$ cat config.mk
export PLATFORM = sky130hd
export DESIGN_NAME = speed_governor
export DESIGN_NICKNAME = d
export VERILOG_FILES = /design/src/rtl/speed_governor.sv
export SDC_FILE = /design/constraint.sdc
export NUM_CORES = 1
export LEC_CHECK = 0
export BUFFER_PORTS_ARGS = -buffer_cell sky130_fd_sc_hd__buf_2
export CORE_ASPECT_RATIO = 0.7
export CORE_MARGIN = 1
export CORE_UTILIZATION = 44
export CTS_CLUSTER_SIZE = 20
export DETAILED_ROUTE_END_ITERATION = 6
export PLACE_DENSITY = 0.74
export SLEW_MARGIN = 30
export SYNTH_ARGS = -nofsm -noshare
export SYNTH_HDL_FRONTEND = slang
export SYNTH_SLANG_ARGS = --single-unit
$ cat constraint.sdc
create_clock -name clk -period 2.1 [get_ports clk]
set_clock_uncertainty 0.05 [all_clocks]
set_input_delay 0.315 -clock clk [delete_from_list [all_inputs] [get_ports clk]]
set_output_delay 0.315 -clock clk [all_outputs]
set_load 0.005 [all_outputs]
$ cat src/rtl/speed_governor.sv
module speed_governor #(
  parameter int unsigned RELOAD = 53000
) (
  input  logic        clk,
  input  logic        rst_n,
  input  logic        tick,
  input  logic        acc_stb,
  input  logic [15:0] addr,
  input  logic [6:0]  slot_en,
  input  logic        spkr_en,
  input  logic        pdl_en,
  input  logic        accel_en,
  output logic        slow
);
  localparam int CNT_W = $clog2(RELOAD + 1);
  localparam logic [CNT_W-1:0] FULL = CNT_W'(RELOAD);

  logic [CNT_W-1:0] cnt;
  logic [6:0]       slot_sel;
  logic             io_page, trig;

  assign io_page = addr[15:8] == 8'hC0;

  for (genvar n = 1; n <= 7; n++) begin : g_slot
    assign slot_sel[n-1] = io_page && addr[7:4] == 4'(8 + n);
  end

  assign trig = acc_stb &&
                (|(slot_sel & slot_en) ||
                 (spkr_en && addr == 16'hC030) ||
                 (pdl_en  && addr == 16'hC070));

  always_ff @(posedge clk) begin
    if (!rst_n)               cnt <= '0;
    else if (trig)            cnt <= FULL;
    else if (tick && cnt != 0) cnt <= cnt - 1'b1;
  end

  assign slow = !accel_en || cnt != 0;
endmodule


Word level (Yosys, flattened, before mapping):

Cells that the tools add are included.

* $add $sub $neg: 1
* equality and inequality tests: 10
* muxes and demuxes: 2
* bitwise gates (word level): 2
* reduce and logical (&&, ||, !) cells: 19

Operators by type and width (number)
* equality test 16 bit, second input constant: 2
* 2-to-1 mux 16 bit: 2
* equality test 4 bit, second input constant: 7
* nonzero test 16 bit: 1
* subtractor 16 x 1 -> 16 bit, second input constant: 1
* logical AND 1 bit: 11
* equality test 8 bit, second input constant: 1
* AND 7 bit: 1
* OR reduction 7 bit: 1
* logical OR 1 bit: 3
* nonzero test 2 bit: 1
* OR reduction 2 bit: 1
* logical NOT 1 bit: 1
* NOT 1 bit: 1

* register bits after elaboration: 16
* input bits: 30
* output and inout bits: 1

Longest topological paths before layout:

* depth after elaboration: 8
* depth in mapped cells: 7
* mapped depth without buffers: 7

Least setup slack after synthesis:

OpenSTA, ideal clock, no wires.

* path type: register to register
* from: register cnt[2]
* to: register cnt[1]
* arrival time: 1.872 ns
* required time: 1.984 ns
* path slack: 0.111 ns
* stages on the path, launching flop included: 6
* cells stage by stage: dfxtp_1 > or4_4 > or3b_4 > o21ai_4 > mux2_1 > nor2_1

* word-level cells in the longest chain between the ends: 2

RTL lines
* start: declaration: line 18 `logic [CNT_W-1:0] cnt;`
* start signal: assignment: line 36 `else if (tick && cnt != 0) cnt <= cnt - 1'b1;`
* nonzero test 16 bit: line 36
* logical AND 1 bit: line 36

Every way passes these cells.
A chain may end at the register's enable or synchronous reset.

Worst setup path after layout:

* from: register cnt[4]
* to: output slow

* word-level cells in the longest chain between the ends: 2

RTL lines
* nonzero test 16 bit: line 39 `assign slow = !accel_en || cnt != 0;`
* logical OR 1 bit: line 39
* end: declaration: line 13 `output logic slow`

Every way passes these cells.

==> flow_summary.json <==
{
  "io_buffers": 30,
  "antennaDiodeCount": 0,
  "fin_crit_sh": 1.04,
  "root_buffer": "clkbuf_4",
  "cts_tree": "built",
  "cp-end-kind": "output port",
  "yosysWarnings": 0,
  "antenna_found_initial": 0,
  "netlist.top_cell.by_area": "dfxtp_1",
  "ys_ff_latch": 16,
  "remaining_drc_errors": 0,
  "vias_per_cell": 5.74,
  "clk_latency_ns": 0.28,
  "utilization": 0.629,
  "fmax_mhz": 459,
  "post-place-ws_ns": 0.0584,
  "placementRows": 13,
  "crit_buf_inv": 1,
  "htreeDepth": 1,
  "power_density_nw_per_um2": 1490,
  "yosys_most_used_dff": "dfxtp_1",
  "clockBufferDepth": 2,
  "max_cap_violations": 0,
  "synth_area_um2": 932,
  "fin_crit_ns": 2.18,
  "grt_overflow_total": 0,
  "grt_start_max_net_pins": 10,
  "path_max_fanout": 2,
  "nets": 181,
  "yosysMostFrequentCell": "dfxtp_1",
  "fin_cells": 170,
  "rsz0062_at_grt": "true",
  "cp_slowest_cell": "or4_4",
  "dp_hpwl_um": 1830,
  "synth_cell_type_count": 38,
  "synthTopCellsByArea": "dfxtp_1 (34%), xor2_1 (10%), nor2_1 (4.8%)",
  "ant_nets": 0,
  "core_area_um2": 1920,
  "routed_wl_um": 2410,
  "outcome": "finished with violations",
  "failed_checks": "negative setup slack",
  "critPathLaunchType": "flip-flop",
  "clkTransAtPathRegs_ns": 0.09,
  "largest_reg_flops": 16,
  "initialDrtViolationCount": 67,
  "hp-class": "in2reg",
  "drive_above_1_share": 0.378,
  "drt_first_pass_iters": 4,
  "yosysTopAreaCellShare": 0.344,
  "avgSynthCellArea_um2": 8.63,
  "reg_top3": "cnt: 16 flops",
  "grt_usage": 0.217,
  "die_h_um": 40.5,
  "synth_edf_count": 0,
  "start_util": 0.486,
  "max-slew-margin-rel": 0.472,
  "cts_buffers": 3,
  "first_global_vias": 870,
  "gp_congestion": 0.783,
  "yosysSeqAreaShare": 0.344,
  "synthCells": 108,
  "crit_family": "simple AND/OR/NAND/NOR gates",
  "clock-sinks": 16,
  "ios": 31,
  "area_delta_synth_final_pct": 29.5,
  "via_count": 975,
  "worst_pin_slew_ns": 0.786,
  "avgRoutedWirePerCell_um": 14.2,
  "synthTopCellsByCount": "dfxtp_1 (16), nor2_1 (12), xor2_1 (11), a21oi_1 (7), nand3_1 (6)",
  "leakage_uw": 0.000538,
  "cp_data_arrival_time_ns": 1.81,
  "synth_nets": 139,
  "cp_slowest_stage_delay_ns": 0.52,
  "path_cells": "or4_4 -> or3b_4 -> nor2_4 -> nand2_1 -> buf_2",
  "regMostFlops": "cnt",
  "timing.final.ws_setup_ns": -0.0774,
  "chipWidth_um": 57.0,
  "setup_viol": 1,
  "final_hold_viol_count": 0,
  "die_area_um2": 2310,
  "async_flop_share": 0,
  "dp.cells": 162,
  "finalMaxSlewViolations": 0,
  "grt_pass1_wl_um": 3620,
  "required_ns": 1.74,
  "irDropWorstVdd_uv": 737,
  "worstSetupPathType": "reg2out"
}
routing by layer:
| metal | GRT usage | routed length [um] | vias to the layer above |
|---|---|---|---|
| met3 | 0.0581 | 156 | 4 |
| met1 | 0.244 | 1060 | 455 |
| met4 | 0.0732 | 28 | 0 |
| li1 | - | - | 475 |
| met2 | 0.415 | 1170 | 41 |
| met5 | 0 | 0 | - |
cell type report:
cell class	instances	area, um^2
inverter	5	18.8
tap	22	27.5
multi-input combinational	86	603
timing repair buffer	38	214
sequential	16	322
clock buffer	3	22.5
fill	166	712
worst register-to-register path, delay by kind of cell (launching register included):
| family | cells | cell delay (ns) |
|---|---|---|
| compound gates | 1 | 0.16 |
| buf+inv | 1 | 0.15 |
| flops | 1 | 0.33 |
| mux | 1 | 0.32 |
| simple gates | 3 | 1.01 |
through the flow:
stage / total power, uW / instance area (um^2) / setup TNS, ns / hold WS [ns]
floorplan: 1200 / 932 / 0 / 0.430
global placement: 1400 / 1130 / 0 / 0.451
detailed placement: 1440 / 1130 / 0 / 0.459
CTS: 1720 / 1190 / -0.0778 / 0.327
global route: 1920 / 1210 / -0.216 / 0.365
finish: 1800 / 1210 / -0.0774 / 0.338
kinds of logic after synthesis:
group                    count (synthesis)  share of synthesized area
AND/OR/NAND/NOR                         50                      0.317
AO/OA/AOI/OAI                           20                      0.142
flip-flops                              16                      0.344
XOR/XNOR                                12                      0.113
buffers and inverters                    6                     0.0242
multiplexers                             3                     0.0470
adder cells (fa/ha/maj)                  1                     0.0134
path summary, 6_finish.rpt:
| kind | slack, ns | to | depth (start not counted) | start |
|---|---|---|---|---|
| setup / recovery | -0.08 | slow | 5 | cnt[4] |
| hold / removal | 0.34 | cnt[10] | 3 | rst_n |
| setup reg to reg | 0.02 | cnt[1] | 6 | cnt[4] |
| hold reg to reg | 0.47 | cnt[13] | 2 | cnt[13] |
cells in the final DEF, fill, tap and decap left out, types with 2 or more instances in the layout:
| master | netlist | final |
|---|---|---|
| buf_2 | 0 | 30 |
| dfxtp_1 | 16 | 15 |
| xor2_1 | 11 | 11 |
| nor2_1 | 12 | 10 |
| a21oi_1 | 7 | 7 |
| buf_4 | 0 | 7 |
| nand3_1 | 6 | 6 |
| inv_1 | 5 | 5 |
| nor3_1 | 5 | 5 |
| nand2_1 | 5 | 5 |
| o21ai_0 | 4 | 4 |
| nor4b_1 | 3 | 3 |
| clkbuf_4 | 0 | 3 |
| nand4_1 | 2 | 2 |
| or2_2 | 2 | 2 |
| a31oi_1 | 2 | 2 |
| nor3_2 | 2 | 2 |
| o21ai_1 | 2 | 2 |
| nor4_1 | 2 | 2 |
repair_timing:
item                       4_1_cts  5_1_grt
hold buffers                     0        0
pin swaps                        2        1
gates resized for setup          4        2
gates cloned                     0        0
buffers inserted                 3        2
setup endpoints to repair        1        2
report_power, final:
group / switching [uW] / leakage [uW] / internal (uW)
clock network: 94.1 / 0.0000138 / 66.6
logic: 611 / 0.000393 / 532
registers: 97.7 / 0.000131 / 401
total: 802 / 0.000538 / 999
No activity file was read; power rests on OpenSTA's default activity.
